==> config.mk <==
export PLATFORM = sky130hd
export DESIGN_NAME = hostRamBridge
export DESIGN_NICKNAME = d
export VERILOG_FILES = /design/src/rtl/bridgePkg.sv /design/src/rtl/strobeSync.sv /design/src/rtl/bridgeCtrl.sv /design/src/rtl/bridgeDatapath.sv /design/src/rtl/hostRamBridge.sv
export SDC_FILE = /design/constraint.sdc
export NUM_CORES = 1
export LEC_CHECK = 0
export BUFFER_PORTS_ARGS = -buffer_cell sky130_fd_sc_hd__buf_2
export CAP_MARGIN = 20
export CORE_MARGIN = 8
export CORE_UTILIZATION = 25
export CTS_BUF_LIST = sky130_fd_sc_hd__clkbuf_4 sky130_fd_sc_hd__clkbuf_8 sky130_fd_sc_hd__clkbuf_16
export CTS_CLUSTER_SIZE = 14
export DETAILED_ROUTE_END_ITERATION = 6
export PLACE_DENSITY = 0.43
export SETUP_SLACK_MARGIN = 0.4
export SLEW_MARGIN = 10
export SYNTH_ARGS = -nofsm -noshare
export SYNTH_HDL_FRONTEND = slang
export SYNTH_SLANG_ARGS = --single-unit
==> constraint.sdc <==
create_clock -name clk -period 2.14 [get_ports clk]
set_input_delay 0.214 -clock clk [delete_from_list [all_inputs] [get_ports clk]]
set_output_delay 0.214 -clock clk [all_outputs]
set_load 0.01 [all_outputs]
==> src/rtl/bridgePkg.sv <==
package bridgePkg;
  typedef enum logic [1:0] {OP_RD, OP_WR, OP_LD} opKind_t;
  typedef enum logic [1:0] {ST_IDLE, ST_ACCESS, ST_DONE} busState_t;

  // Strobes from control to datapath
  typedef struct packed {
    logic latchWr;   // copy synchronized host data into buffer
    logic loadPtr;   // load pointer from ptrLoadVal
    logic ramGo;     // host-side RAM access this cycle
    logic ramWrite;  // that access is a write
    logic addrNext;  // address pointer+1 instead of pointer
    logic capture;   // take RAM read data into buffer
    logic ptrStep;   // advance pointer
  } bridgeStrobes_t;
endpackage

==> src/rtl/strobeSync.sv <==
module strobeSync #(
  parameter int SYNC_STAGES = 2
) (
  input  logic clk,
  input  logic rstN,
  input  logic csN,
  input  logic rdN,
  input  logic wrN,
  output logic rdRise,
  output logic wrRise,
  output logic wrActive
);
  localparam int DEPTH = SYNC_STAGES + 1;
  localparam int NCH   = 3;  // 2: cs, 1: rd, 0: wr

  logic [NCH-1:0] rawIn;
  logic [NCH-1:0] settled;
  logic [NCH-1:0] delayed;

  assign rawIn = {csN, rdN, wrN};

  generate
    for (genvar c = 0; c < NCH; c++) begin : gCh
      logic [DEPTH-1:0] sh;
      always_ff @(posedge clk or negedge rstN) begin
        if (!rstN) sh <= '1;
        else       sh <= {sh[DEPTH-2:0], rawIn[c]};
      end
      assign settled[c] = sh[SYNC_STAGES-1];
      assign delayed[c] = sh[SYNC_STAGES];
    end
  endgenerate

  // Trailing edge of a strobe, qualified by chip-select held low
  assign rdRise   = settled[1] & ~delayed[1] & ~delayed[2];
  assign wrRise   = settled[0] & ~delayed[0] & ~delayed[2];
  assign wrActive = ~settled[0] & ~settled[2];

  // an edge is a single-cycle event
  a_r1_single_pulse: assert property (@(posedge clk) disable iff (!rstN)
    (rdRise || wrRise) |=> !(rdRise || wrRise));
endmodule

==> src/rtl/bridgeCtrl.sv <==
module bridgeCtrl
  import bridgePkg::*;
(
  input  logic           clk,
  input  logic           rstN,
  input  logic           rdRise,
  input  logic           wrRise,
  input  logic           wrActive,
  input  logic           ptrLoad,
  input  logic           burstMode,
  input  logic           usbReq,
  output bridgeStrobes_t strb,
  output logic           busy,
  output logic           overrun
);
  localparam int WAIT_W = 3;

  busState_t         state;
  opKind_t           op;
  logic [WAIT_W-1:0] waitCnt;
  logic              hostEdge;

  assign hostEdge = rdRise | wrRise;
  assign busy     = (state != ST_IDLE);

  always_ff @(posedge clk or negedge rstN) begin
    if (!rstN) begin
      state   <= ST_IDLE;
      op      <= OP_RD;
      overrun <= 1'b0;
      waitCnt <= '0;
    end else begin
      case (state)
        ST_IDLE: begin
          if (hostEdge) begin
            op    <= wrRise ? OP_WR : OP_RD;
            state <= ST_ACCESS;
          end else if (ptrLoad) begin
            op    <= OP_LD;
            state <= ST_ACCESS;
          end
        end
        ST_ACCESS: if (!usbReq) state <= ST_DONE;
        ST_DONE:   state <= ST_IDLE;
        default:   state <= ST_IDLE;
      endcase

      if (hostEdge && busy) overrun <= 1'b1;

      if (state == ST_ACCESS && usbReq) begin
        if (waitCnt != '1) waitCnt <= waitCnt + 1'b1;
      end else begin
        waitCnt <= '0;
      end
    end
  end

  always_comb begin
    strb          = '0;
    strb.latchWr  = wrActive && (state == ST_IDLE);
    strb.loadPtr  = ptrLoad && (state == ST_IDLE) && !hostEdge;
    strb.ramGo    = (state == ST_ACCESS) && !usbReq;
    strb.ramWrite = (op == OP_WR);
    strb.addrNext = burstMode && (op == OP_RD);
    strb.capture  = (state == ST_DONE) && (op != OP_WR);
    strb.ptrStep  = (state == ST_DONE) && burstMode && (op != OP_LD);
  end

  // a transfer keeps busy for at least two cycles
  a_r8_min_two: assert property (@(posedge clk) disable iff (!rstN)
    $rose(busy) |=> busy);
  // overrun is sticky
  a_r11_sticky: assert property (@(posedge clk) disable iff (!rstN)
    overrun |=> overrun);
  // edge while busy raises overrun
  a_r11_set: assert property (@(posedge clk) disable iff (!rstN)
    (hostEdge && busy) |=> overrun);
  // USB stall on a pending host access is bounded
  a_r9_wait_bound: assert property (@(posedge clk) disable iff (!rstN)
    waitCnt <= 3'd2);
endmodule

==> src/rtl/bridgeDatapath.sv <==
module bridgeDatapath
  import bridgePkg::*;
#(
  parameter int ADDR_W      = 8,
  parameter int DATA_W      = 8,
  parameter int SYNC_STAGES = 2
) (
  input  logic              clk,
  input  logic              rstN,
  input  logic [DATA_W-1:0] hostDataIn,
  input  logic [ADDR_W-1:0] ptrLoadVal,
  input  bridgeStrobes_t    strb,
  input  logic              usbReq,
  input  logic              usbWe,
  input  logic [ADDR_W-1:0] usbAddr,
  input  logic [DATA_W-1:0] usbWdata,
  input  logic [DATA_W-1:0] ramRdata,
  output logic [DATA_W-1:0] hostDataOut,
  output logic              ramEn,
  output logic              ramWe,
  output logic [ADDR_W-1:0] ramAddr,
  output logic [DATA_W-1:0] ramWdata
);
  logic [ADDR_W-1:0] ptr;
  logic [DATA_W-1:0] buffer;
  logic [ADDR_W-1:0] hostAddr;
  logic [DATA_W-1:0] dataSynced;

  // Data delayed to line up with the synchronized write strobe
  generate
    for (genvar s = 0; s < SYNC_STAGES; s++) begin : gStage
      logic [DATA_W-1:0] q;
      if (s == 0) begin : gFirst
        always_ff @(posedge clk or negedge rstN)
          if (!rstN) q <= '0; else q <= hostDataIn;
      end else begin : gNext
        always_ff @(posedge clk or negedge rstN)
          if (!rstN) q <= '0; else q <= gStage[s-1].q;
      end
    end
  endgenerate
  assign dataSynced = gStage[SYNC_STAGES-1].q;

  assign hostAddr = strb.addrNext ? ptr + 1'b1 : ptr;

  always_comb begin
    if (usbReq) begin
      ramEn    = 1'b1;
      ramWe    = usbWe;
      ramAddr  = usbAddr;
      ramWdata = usbWdata;
    end else begin
      ramEn    = strb.ramGo;
      ramWe    = strb.ramGo && strb.ramWrite;
      ramAddr  = hostAddr;
      ramWdata = buffer;
    end
  end

  always_ff @(posedge clk or negedge rstN) begin
    if (!rstN) begin
      ptr    <= '0;
      buffer <= '0;
    end else begin
      if (strb.capture)      buffer <= ramRdata;
      else if (strb.latchWr) buffer <= dataSynced;
      if (strb.loadPtr)      ptr <= ptrLoadVal;
      else if (strb.ptrStep) ptr <= ptr + 1'b1;
    end
  end

  assign hostDataOut = buffer;

  // buffer refill always follows a host-owned RAM access
  a_r4_capture_after_access: assert property (@(posedge clk) disable iff (!rstN)
    strb.capture |-> $past(ramEn && !usbReq));
  // control never launches a host access while USB holds the port
  a_r9_usb_owns: assert property (@(posedge clk) disable iff (!rstN)
    usbReq |-> !strb.ramGo);
endmodule

==> src/rtl/hostRamBridge.sv <==
module hostRamBridge
  import bridgePkg::*;
#(
  parameter int ADDR_W      = 8,
  parameter int DATA_W      = 8,
  parameter int SYNC_STAGES = 2
) (
  input  logic              clk,
  input  logic              rstN,
  input  logic              hostCsN,
  input  logic              hostRdN,
  input  logic              hostWrN,
  input  logic [DATA_W-1:0] hostDataIn,
  output logic [DATA_W-1:0] hostDataOut,
  input  logic              ptrLoad,
  input  logic [ADDR_W-1:0] ptrLoadVal,
  input  logic              burstMode,
  output logic              busy,
  output logic              overrun,
  input  logic              usbReq,
  input  logic              usbWe,
  input  logic [ADDR_W-1:0] usbAddr,
  input  logic [DATA_W-1:0] usbWdata,
  output logic              usbGrant,
  output logic              ramEn,
  output logic              ramWe,
  output logic [ADDR_W-1:0] ramAddr,
  output logic [DATA_W-1:0] ramWdata,
  input  logic [DATA_W-1:0] ramRdata
);
  logic           rdRise, wrRise, wrActive;
  bridgeStrobes_t strb;

  assign usbGrant = usbReq;

  strobeSync #(.SYNC_STAGES(SYNC_STAGES)) uSync (
    .clk(clk), .rstN(rstN), .csN(hostCsN), .rdN(hostRdN), .wrN(hostWrN),
    .rdRise(rdRise), .wrRise(wrRise), .wrActive(wrActive)
  );

  bridgeCtrl uCtrl (
    .clk(clk), .rstN(rstN), .rdRise(rdRise), .wrRise(wrRise),
    .wrActive(wrActive), .ptrLoad(ptrLoad), .burstMode(burstMode),
    .usbReq(usbReq), .strb(strb), .busy(busy), .overrun(overrun)
  );

  bridgeDatapath #(.ADDR_W(ADDR_W), .DATA_W(DATA_W), .SYNC_STAGES(SYNC_STAGES)) uPath (
    .clk(clk), .rstN(rstN), .hostDataIn(hostDataIn), .ptrLoadVal(ptrLoadVal),
    .strb(strb), .usbReq(usbReq), .usbWe(usbWe), .usbAddr(usbAddr),
    .usbWdata(usbWdata), .ramRdata(ramRdata), .hostDataOut(hostDataOut),
    .ramEn(ramEn), .ramWe(ramWe), .ramAddr(ramAddr), .ramWdata(ramWdata)
  );
endmodule

After elaboration in Yosys (flattened, before gate mapping) --
Index checks and enable logic that the tools add are counted.
Word-level totals: bits in registers 46, input port bits 49, output and inout bits 29, logic and storage cells 65
Operators by class: add/subtract/negate cells 1, equal/unequal tests 7, muxes and demuxes 16, bitwise operators 11, reduce and logical (&&, ||, !) cells 20
Operators by type and width (number):
- $mux W8 | 7
- $logic_and A1 B1 Y1 | 10
- $mux W2 | 5
- $add A8 B1 Y8 const B | 1
- $reduce_bool A2 Y1 | 4
- $and A1 B1 Y1 | 5
- $not A1 Y1 | 5
- $eq A2 B1 Y1 const B | 2
- $logic_not A2 Y1 | 2
- $ne A2 B2 Y1 const B | 2
- $pmux W2 S2 | 1
- $reduce_and A2 Y1 | 2
- $mux W1 | 3
- $ne A3 B2 Y1 const B | 1
- $eq A2 B2 Y1 const B | 1
- $logic_not A1 Y1 | 2
- $ne A2 B1 Y1 const B | 1
- $or A1 B1 Y1 | 1

Longest topological paths before layout --
Gate-level depths: netlist (run 1).
depth after elaboration 7, mapped depth 6, gate-level depth less buffers 5

Cells and area by module --
A second synthesis (run 1) with hierarchy kept.
Second synthesis, totals: cells, all modules 190, area total of the unflattened synthesis 2090.8 µm²
Modules (own cells, without submodules):
- bridgeDatapath | instances 1, cells each 150, area an instance 1551.5 µm², seq. area each 800.8 µm²
- bridgeCtrl | instances 1, cells each 27, area an instance 266.5 µm², seq. area each 125.1 µm²
- strobeSync | instances 1, cells each 12, area an instance 265.3 µm², seq. area each 236.5 µm²
- hostRamBridge | instances 1, cells each 1, area an instance 7.5 µm², seq. area each 0.0 µm²

Worst setup path after synthesis (run 1) --
OpenSTA, ideal clock, no wires.
path type flip-flop to output port, start point register uPath.ptr[0], end point output ramAddr[6], arrival time 1305 ps, data required time 1926 ps, path slack 621 ps, stages on the path, launching flop included 6, cells stage by stage dfrtp_1 > ha_1 > nand3_1 > nor3_1 > xnor2_1 > o21ai_1
On the way: cells in the longest elaborated chain, start to end 3
Ends and longest elaborated chain:
- start, declared | line bridgeDatapath.sv:24 | logic [ADDR_W-1:0] ptr;
- start signal, assigned | line bridgeDatapath.sv:67 | if (strb.loadPtr) ptr <= ptrLoadVal;
- start signal, assigned | line bridgeDatapath.sv:68 | else if (strb.ptrStep) ptr <= ptr + 1'b1;
- $add A8 B1 Y8 | line bridgeDatapath.sv:44 | assign hostAddr = strb.addrNext ? ptr + 1'b1 : ptr;
- $mux W8 | line bridgeDatapath.sv:44
- $mux W8 | line bridgeDatapath.sv:47 | if (usbReq) begin
- end, declared | line hostRamBridge.sv:27 | output logic [ADDR_W-1:0] ramAddr,
Every way passes these cells.

Worst setup path after layout (run 1) --
start point register uPath.ptr[3], end point output ramAddr[7]
Same word-level chain as after synthesis.

==> results of run 1 <==
## Yosys cell counts, types with 4 or more instances
cell type and n:
a21oi_1 4, dfrtp_1 37, dfstp_2 9, mux2_2 8
mux2i_1 9, nand2_1 28, nand2b_1 5, nor2_1 10
o21ai_0 4, o21ai_1 17, xnor2_1 5
## stage by stage
stage          hold slack [ps]  worst slack (ps)  power (mW)  area [um2]
3_5_place_dp               254               417        2.37        2550
3_3_place_gp               242               478        2.36        2550
6_report                  17.7               343        3.08        2870
2_1_floorplan            -81.6               621        1.95        2040
5_1_grt                   3.51               266        3.31        2870
4_1_cts                   1.93               326        3.09        2800
## power by group through the flow
stage	clock (mW)	sequential, mW	combinational (mW)
final	0.532	1.30	1.25
after global routing	0.590	1.33	1.39
after CTS	0.560	1.31	1.22
after detailed placement	0	1.32	1.05
after global placement	0	1.31	1.05
after floorplan	0	1.30	0.647
## path summary, 6_finish.rpt
check	from	end	slack [ps]	depth (start not counted)
max in group asynchronous	rstN	uPath.dataSynced[6]$_DFF_PN0_	1000	3
hold reg to reg	uPath.gStage[0].q[4]$_DFF_PN0_	uPath.dataSynced[4]$_DFF_PN0_	350	0
setup / recovery	uPath.ptr[3]$_DFFE_PN0P_	ramAddr[7]	340	6
min in group asynchronous	rstN	uPath.gStage[0].q[7]$_DFF_PN0_	440	2
hold / removal	hostDataIn[7]	uPath.gStage[0].q[7]$_DFF_PN0_	20	1
setup reg to reg	uSync.gCh[0].sh[2]$_DFF_PN1_	uPath.ptr[2]$_DFFE_PN0P_	560	5
## layout make-up
class | count | area share (%)
Clock buffer | 6 | 2.66
Tap cell | 105 | 4.58
Multi-Input combinational cell | 128 | 31.4
Sequential cell | 46 | 40.8
Inverter | 2 | 0.262
Timing Repair Buffer | 98 | 19.9
Clock inverter | 2 | 0.480
## sequential cells by signal, summed over array words and instances, names as in the netlist
name,flops
uCtrl.op,2
uSync.gCh.sh,9
uPath.gStage.q,8
uPath.hostDataOut,8
uPath.dataSynced,8
uCtrl.state,2
uCtrl.overrun,1
uPath.ptr,8
## cells by family after synthesis
kind of cell    count (synthesis)  share of synthesized area, %
compound gates                 40                          12.7
xor+xnor                        7                          3.01
fa+ha+maj                       1                         0.614
buf+inv                         8                          1.84
flops                          46                          57.1
mux                            17                          8.85
simple gates                   63                          15.9
## critical path: cells and delay by family (launching register included)
family	cells	cell delay (ps)
DFF	1	430
xor gates and xnor gates	1	120
buffers and inverters	1	140
and+or+nand+nor	3	550
AOI/OAI and AO/OA	1	70
## per-layer routing
| metal | share of wire, % | vias to the layer above |
|---|---|---|
| met5 | 0 | - |
| met4 | 0.97 | 0 |
| met3 | 6.0 | 5 |
| met2 | 51 | 39 |
| met1 | 42 | 780 |
| li1 | - | 830 |
## repair_timing
item	4_1_cts	5_1_grt
pin swaps	3	3
buffers inserted	8	4
hold endpoints to repair	17	2
cloned	0	0
hold buffers	4	2
resized for setup	17	3
endpoints found under the setup margin	8	16
==> impl_metrics.csv, run 1 <==
group,metric,value,unit
sta,slew_headroom,62.6,%
global_route,grt_pass1_vias,1754,
setup_path,cpPeakStageDelay,430,ps
yosys,yosys_warnings,0,
routing,dr.pass1.iters,4,
yosys,synth.distinct_cells,44,
pwr,clkPwrFrac,17.3,%
setup_path,cp-end-kind,"output port",
floorplan,die_area,11300,um2
yosys,async_flop_share,100,%
pwr,powerDensity,1070,nW/um2
placed_design,place_inst,361,
routing,drc,0,
final_layout,nFillCells,843,
routing,vias_per_cell,4.27,
global_route,antenna_found_initial,0,
clocking,tritoncts,"yes",
setup_path,cp_slowest_cell,"dfrtp_2",
floorplan,die_h,106,um
clocking,clk_pin_slew,90,ps
clocking,worstSkewPairLatency,290,ps
sta,post-route-min-period,1800,ps
clocking,numCtsBuffers,5,
yosys,ys_seq_area_share,57.1,%
final_layout,nNetsFinal,331,
global_route,grt_use_met3,2.90,%
yosys,synth_area_leader_cell,"dfrtp_1",
yosys,synth_edf_count,0,
yosys,synth.top_cells.by_area,"dfrtp_1 (45%), dfstp_2 (12%), nand2_1 (5.2%)",
setup_path,crit_path_start_kind,"register",
global_route,grt_pass1_wl,8.67,mm
clocking,htreeDepth,2,
pwr,power.internal,1.96,mW
floorplan,start_util,25.3,%
final_layout,stdcell_count,387,
yosys,synth_ff_type,"dfrtp_1",
flow_run,maxCapViolations,0,
sta,post-route-period-util,84.0,%
final_layout,final_core_util,35.6,%
global_route,grt_use_total,9.47,%
final_layout,layout_common_cells,"buf_2 (77), dfrtp_1 (31), nand2_1 (26), o21ai_1 (17), buf_4 (14)",
yosys,syn_avg_cell_area,11.2,um2
sta,rsz0062_at_grt,"yes",
sta,tightestPinTransition,561,ps
pwr,combPwrFrac,40.6,%
yosys,syn_inst,182,
pwr,leakagePower,1.26,nW
global_route,grt-ovfl-total,0,
min_path,hold_class,"in2reg",
routing,drt_iter0_drc,41,
placed_design,post-dp-hpwl,3.99,mm
sta,fmax,556,MHz
placed_design,io_buffers,77,
global_route,grt.busiest_layer,"met2",
pwr,switching_share,36.4,%
final_layout,multi_input_area,900,um2
routing,ant_nets,0,
routing,wl_per_cell,13.6,um
sta,finalClockSkew,6.63,ps
yosys,syn-cell-area,2040,um2
placed_design,routabilityCongestion,0.743,
clocking,cts_buffer_depth,2,
clocking,cts_sinks,46,
global_route,gr-usage-met1,10.9,%
global_route,met2_usage,16.4,%
sta,hold_viol_final,0,
floorplan,rows,33,
floorplan,ioPinCount,78,
setup_path,worst_ep_required_time,1930,ps
setup_path,crit_type,"reg2out",
yosys,syn_nets,232,
final_layout,seq_area,1170,um2
pwr,switchingPower,1.12,mW
yosys,ys_seq_elements,46,
routing,num_vias,1654,
global_route,grt_max_degree,26,
sta,fin_setup_tns,0,ps
setup_path,crit_chain,"nand2_1 -> or3_4 -> nor2_4 -> xnor2_1 -> o21ai_1 -> buf_2",
floorplan,die_w,106,um
outcome,status,"finished clean",
sta,slew_viol_final,0,
final_layout,synthToLayoutAreaGrowth,40.8,%
setup_path,worstPathArrival,1580,ps
yosys,synth_top_area_share,45.5,%
clocking,root_buffer,"clkbuf_8",
final_layout,diodes,0,
final_layout,final_common_cell,"buf_2",
final_layout,drive_gt1_share,50.4,%
pwr,seqPwrFrac,42.1,%
routing,postRouteWirelength,5.28,mm
floorplan,coreArea,8050,um2
setup_path,crit_fanout,6,
pwr,ir_worst_vdd,0.390,mV
sta,setup_viol,0,
No activity file was read; power rests on OpenSTA's default activity.
==> run 2: changes to the inputs <==
==> constraint.sdc (replaced) <==
create_clock -name clk -period 1.86 [get_ports clk]
set_input_delay 0.186 -clock clk [delete_from_list [all_inputs] [get_ports clk]]
set_output_delay 0.186 -clock clk [all_outputs]
set_load 0.01 [all_outputs]
==> run 2 against run 1 <==
Effect of this change:
- combinational power grew 35%
- global-route usage rose by 0.56 points
- clock power rose by 13%
- utilization increased by 3.0 points
- critical path depth did not move
- final cell count up 3.6%
- critical path type unchanged
- largest cell class unchanged
- largest power group is now combinational logic
==> impl_metrics.csv, run 2 (synthesis gave the netlist of run 1 again) <==
group,metric,value,unit
setup_path,cp-end-kind,"output port",
final_layout,drive_gt1_share,55.4,%
final_layout,fin_area,3110,um2
setup_path,r2r_slack,380,ps
sta,tightestPinTransition,304,ps
setup_path,cp_slowest_cell,"or3_4",
final_layout,largest_register_ff_count,9,
sta,rsz0062_at_grt,"yes",
min_path,hold_start,"ramRdata[5]",
final_layout,final_common_cell,"buf_2",
setup_path,r2r-start,"uSync.gCh[0].sh[2]$_DFF_PN1_",
routing,dr.pass1.iters,4,
placed_design,placed_cell_area,2580,um2
clocking,clk_pin_slew,80,ps
clocking,cts_buffer_depth,2,
pwr,powerDensity,1220,nW/um2
final_layout,layout_common_cells,"buf_2 (77), dfrtp_1 (31), nand2_1 (25), buf_4 (19), o21ai_1 (18)",
sta,fmax,559,MHz
clocking,numCtsBuffers,5,
clocking,root_buffer,"clkbuf_8",
sta,slew_viol_final,0,
setup_path,path_buf_inv,1,
clocking,cts_sinks,46,
placed_design,place_ws,240,ps
pwr,ir_worst_vdd,0.458,mV
sta,hold_ws,92.7,ps
setup_path,crit_chain,"nand2_2 -> or3_4 -> nor2_4 -> xnor2_1 -> o21ai_1 -> buf_2",
sta,post-route-min-period,1790,ps
pwr,power.internal,2.38,mW
clocking,tritoncts,"yes",
routing,num_vias,1726,
min_path,hold_path_depth,3,
pwr,power.total,3.80,mW
global_route,antenna_found_initial,0,
final_layout,final_core_util,38.6,%
outcome,status,"finished clean",
sta,setup_viol,0,
setup_path,cpLargestDelayFamily,"simple AND/OR/NAND/NOR gates",
routing,postRouteWirelength,5.60,mm
pwr,combPwrFrac,44.3,%
routing,wl_per_cell,14.0,um
setup_path,crit_path_start_kind,"register",
pwr,seqPwrFrac,39.8,%
sta,slew_headroom,79.8,%
routing,drt_iter0_drc,74,
min_path,hold_class,"in2reg",
placed_design,routabilityCongestion,0.755,
final_layout,nNetsFinal,345,
clocking,worstSkewPairLatency,290,ps
global_route,grt_max_degree,47,
floorplan,rows,33,
global_route,grt_pass1_vias,1861,
placed_design,place_inst,362,
floorplan,ioPinCount,78,
sta,timing.final.ws_setup,69.6,ps
sta,fin_setup_tns,0,ps
pwr,switchingPower,1.42,mW
final_layout,nFillCells,834,
setup_path,crit_type,"reg2out",
pwr,leakagePower,1.36,nW
floorplan,die_h,106,um
setup_path,worstPathArrival,1600,ps
final_layout,largest-register,"uSync.gCh.sh",
min_path,holdPathEnd,"uPath.hostDataOut[5]$_DFFE_PN0P_",
clocking,htreeDepth,2,
final_layout,synthToLayoutAreaGrowth,52.6,%
routing,ant_nets,0,
pwr,clkPwrFrac,15.9,%
flow_run,maxCapViolations,0,
sta,finalClockSkew,5.60,ps
final_layout,diodes,0,
setup_path,reg2reg_depth,5,
global_route,grt-ovfl-total,0,
sta,hold_viol_final,0,
sta,post-route-period-util,96.3,%
final_layout,stdcell_count,401,
setup_path,worst_ep_required_time,1670,ps
floorplan,start_util,25.3,%
floorplan,die_area,11300,um2
setup_path,crit_fanout,4,
global_route,grt_pass1_wl,9.11,mm
setup_path,cpPeakStageDelay,410,ps
floorplan,die_w,106,um
floorplan,coreArea,8050,um2
routing,vias_per_cell,4.30,
placed_design,post-dp-hpwl,3.98,mm
routing,drc,0,
placed_design,io_buffers,77,
global_route,grt_use_total,10.0,%
pwr,switching_share,37.4,%
setup_path,r2r-end,"uPath.ptr[2]$_DFFE_PN0P_",
[run 2: changes by cell type in the layout (fill, tap and decap cells not counted), moves of 3 or more]
cell	previous run	this run
buf_4	14	19
buf_6	0	3
dlygate4sd3_1	6	12
nand2b_1	5	2
nand2b_4	0	3
nor2_4	3	7
[run 2: how the worst max path moves through the flow]
stage                              from         end  slack [ps]  depth (start not counted)
3_3_place_gp   uPath.ptr[5]$_DFFE_PN0P_  ramAddr[7]         290                          6
3_5_place_dp   uPath.ptr[0]$_DFFE_PN0P_  ramAddr[6]         240                          6
5_1_grt        uPath.ptr[0]$_DFFE_PN0P_  ramAddr[7]          -9                          6
2_1_floorplan  uPath.ptr[4]$_DFFE_PN0P_  ramAddr[7]         410                          5
4_1_cts        uPath.ptr[3]$_DFFE_PN0P_  ramAddr[7]          50                          6
6_report       uPath.ptr[5]$_DFFE_PN0P_  ramAddr[7]          70                          6
[run 2: tightest hold or removal path: stages]
cell	delay, ps
buf_2	70
nand2_1	30
o21ai_1	50
[run 2: cell type report]
cell class | count | area [um2] | share of cell area [%]
multi-input combinational | 128 | 1010 | 32.4
timing repair buffer | 112 | 702 | 22.6
clock buffer | 5 | 68.8 | 2.21
tap | 105 | 131 | 4.23
clock inverter | 3 | 18.8 | 0.604
sequential | 46 | 1170 | 37.6
inverter | 2 | 10.0 | 0.322
[run 2: what timing repair did]
| action | 4_1_cts | 5_1_grt |
|---|---|---|
| setup buffers | 14 | 5 |
| setup endpoints to repair | 14 | 25 |
| hold buffers | 11 | 1 |
| hold endpoints to repair | 47 | 1 |
| gates resized for setup | 20 | 24 |
| pin swaps | 8 | 11 |
[run 2: power by group through the flow]
stage               logic [mW]  registers (mW)  clock network [mW]
floorplan                0.753            1.50                   0
global placement          1.23            1.52                   0
detailed placement        1.24            1.52                   0
CTS                       1.51            1.51               0.639
global route              1.86            1.56               0.672
finish                    1.69            1.52               0.603
[run 2: routing by layer]
metal  track usage (%)  part of all wire [%]  wire length, um  up-vias
met2              16.9                    50             2790       52
met3              3.33                   6.3              353        7
met5                 0                     0                0        -
li1                  -                     -                -      860
met1              11.7                    43             2390      807
met4              3.42                   1.1               59        0
==> run 3: changes to the inputs <==
--- a/config.mk
+++ b/config.mk
@@ -8,11 +8,11 @@
 export BUFFER_PORTS_ARGS = -buffer_cell sky130_fd_sc_hd__buf_2
 export CAP_MARGIN = 20
 export CORE_MARGIN = 8
-export CORE_UTILIZATION = 25
+export CORE_UTILIZATION = 48
 export CTS_BUF_LIST = sky130_fd_sc_hd__clkbuf_4 sky130_fd_sc_hd__clkbuf_8 sky130_fd_sc_hd__clkbuf_16
 export CTS_CLUSTER_SIZE = 14
 export DETAILED_ROUTE_END_ITERATION = 6
-export PLACE_DENSITY = 0.43
+export PLACE_DENSITY = 0.76
 export SETUP_SLACK_MARGIN = 0.4
 export SLEW_MARGIN = 10
 export SYNTH_ARGS = -nofsm -noshare
==> run 3 against run 2 <==
Effect of this change:
- non-clock buffer count is 11 higher
- clock-buffer cell count grew 2
- sequential cell count is the same
- sequential share of layout area decreased by 0.97 points
- critical path type unchanged
- via count up 6.4%
- highest routed layer unchanged
- design area rose by 2.7%
- largest cell class unchanged
- critical path depth is the same
- maximum frequency shrank 3.3%
==> impl_metrics.csv, run 3 (synthesis gave the netlist of run 1 again) <==
group,metric,value,unit
floorplan,ioPinCount,78,
final_layout,largest-register,"uSync.gCh.sh",
placed_design,place_ws,246,ps
placed_design,post-dp-hpwl,3.48,mm
floorplan,coreArea,4060,um2
final_layout,largest_register_ff_count,9,
min_path,holdPathEnd,"uPath.hostDataOut[3]$_DFFE_PN0P_",
min_path,hold_path_depth,3,
setup_path,cpLargestDelayFamily,"simple AND/OR/NAND/NOR gates",
routing,drt_iter0_drc,95,
routing,ant_nets,0,
sta,finalClockSkew,3.88,ps
setup_path,crit_fanout,5,
clocking,root_buffer,"clkbuf_8",
clocking,cts_sinks,46,
final_layout,diodes,0,
setup_path,crit_chain,"nand3_2 -> or3_4 -> nor2_4 -> xnor2_1 -> o21ai_1 -> buf_2",
global_route,grt_pass1_wl,8.76,mm
floorplan,die_area,6580,um2
sta,post-route-min-period,1850,ps
global_route,grt-ovfl-total,0,
sta,post-route-period-util,99.5,%
sta,timing.final.ws_setup,8.81,ps
clocking,worstSkewPairLatency,300,ps
setup_path,reg2reg_depth,7,
sta,rsz0062_at_grt,"yes",
global_route,grt_pass1_vias,1862,
setup_path,r2r-start,"uPath.ptr[0]$_DFFE_PN0P_",
setup_path,crit_type,"reg2out",
global_route,antenna_found_initial,0,
floorplan,die_w,81.1,um
pwr,clkPwrFrac,17.9,%
clocking,htreeDepth,2,
pwr,switching_share,36.1,%
pwr,seqPwrFrac,36.1,%
setup_path,r2r_slack,200,ps
pwr,switchingPower,1.52,mW
clocking,clk_pin_slew,80,ps
setup_path,worstPathArrival,1670,ps
pwr,combPwrFrac,46.0,%
final_layout,final_common_cell,"buf_2",
min_path,hold_class,"in2reg",
pwr,powerDensity,1320,nW/um2
final_layout,synthToLayoutAreaGrowth,56.7,%
routing,dr.pass1.iters,4,
sta,fmax,540,MHz
global_route,grt_use_total,17.1,%
setup_path,cp.depth,6,
routing,vias_per_cell,5.14,
floorplan,die_h,81.1,um
placed_design,io_buffers,77,
setup_path,cpPeakStageDelay,450,ps
min_path,hold_start,"ramRdata[3]",
placed_design,place_inst,305,
setup_path,worst_ep_required_time,1670,ps
routing,wl_per_cell,16.6,um
final_layout,drive_gt1_share,58.6,%
sta,hold_viol_final,0,
setup_path,crit_path_start_kind,"register",
routing,drc,0,
floorplan,start_util,50.2,%
clocking,cts_buffer_depth,2,
pwr,ir_worst_vdd,0.764,mV
setup_path,path_buf_inv,1,
outcome,status,"finished clean",
sta,tightestPinTransition,573,ps
pwr,power.internal,2.68,mW
floorplan,rows,23,
final_layout,stdcell_count,357,
sta,slew_headroom,61.8,%
pwr,leakagePower,1.43,nW
sta,slew_viol_final,0,
final_layout,layout_common_cells,"buf_2 (77), dfrtp_1 (31), buf_4 (25), nand2_1 (24), o21ai_1 (16)",
clocking,tritoncts,"yes",
setup_path,r2r-end,"uPath.ptr[6]$_DFFE_PN0P_",
setup_path,cp-end-kind,"output port",
final_layout,nNetsFinal,356,
global_route,grt_max_degree,47,
setup_path,cp_slowest_cell,"dfrtp_2",
routing,postRouteWirelength,5.94,mm
routing,num_vias,1836,
flow_run,maxCapViolations,0,
clocking,numCtsBuffers,5,
placed_design,routabilityCongestion,0.866,
sta,setup_viol,0,
==> run 3: cell count changes in the layout (fill, tap and decap cells not counted), moves of 2 or more <==
cell,previous run,this run
o21ai_2,0,2
buf_4,19,25
clkinv_2,2,0
o21ai_1,18,16
and3_4,0,2
buf_6,3,8
clkbuf_4,0,2
==> run 3: worst max path at each step <==
stage / from / end
CTS: uPath.ptr[5]$_DFFE_PN0P_ / ramAddr[7]
floorplan: uPath.ptr[4]$_DFFE_PN0P_ / ramAddr[7]
global placement: uPath.ptr[0]$_DFFE_PN0P_ / ramAddr[6]
detailed placement: uPath.ptr[0]$_DFFE_PN0P_ / ramAddr[6]
global route: uPath.ptr[0]$_DFFE_PN0P_ / ramAddr[7]
finish: uPath.ptr[0]$_DFFE_PN0P_ / ramAddr[7]
==> run 3: per-stage QoR <==
step | hold WS, ps | TNS [ps] | total power [mW] | util, % | area, um2
2_1_floorplan | -110 | 0 | 2.25 | - | 2050
3_3_place_gp | 291 | 0 | 2.69 | 61.3 | 2490
3_5_place_dp | 293 | 0 | 2.72 | 61.3 | 2490
4_1_cts | 92.7 | 0 | 3.82 | 73.3 | 2970
5_1_grt | 92.7 | -81.7 | 4.44 | 78.7 | 3190
6_report | 89.6 | 0 | 4.20 | 78.7 | 3190
==> run 3: worst min-delay path: stages <==
cell and delay (ps):
buf_2 70, nand2_1 30, o21ai_1 60
==> run 3: metal layers <==
| layer | wire, um | up-vias | global-route usage (%) |
|---|---|---|---|
| met5 | 0 | - | 0 |
| met1 | 2260 | 888 | 18.7 |
| met2 | 3190 | 59 | 31.6 |
| met3 | 410 | 9 | 4.53 |
| li1 | - | 880 | - |
| met4 | 87 | 0 | 5.00 |
==> run 3: layout make-up <==
cell class	count	area, um2
inverter	2	10.0
fill	246	866
timing repair buffer	123	803
clock buffer	7	83.8
sequential	46	1170
tap	50	62.6
clock inverter	1	30.0
multi-input combinational	128	1030
==> run 3: what timing repair did <==
| item | CTS | global route |
|---|---|---|
| hold buffers | 12 | 0 |
| setup endpoints to repair | 14 | 26 |
| gates cloned | 0 | 0 |
| pin swaps | 11 | 9 |
| hold endpoints to repair | 48 | 0 |
| gates resized for setup | 29 | 28 |
| setup buffers | 18 | 14 |
==> run 3: power by group through the flow <==
stage	logic, mW	clock network [mW]	registers, mW
finish	1.93	0.752	1.52
global route	2.08	0.809	1.54
CTS	1.58	0.754	1.48
detailed placement	1.22	0	1.51
global placement	1.19	0	1.50
floorplan	0.753	0	1.50
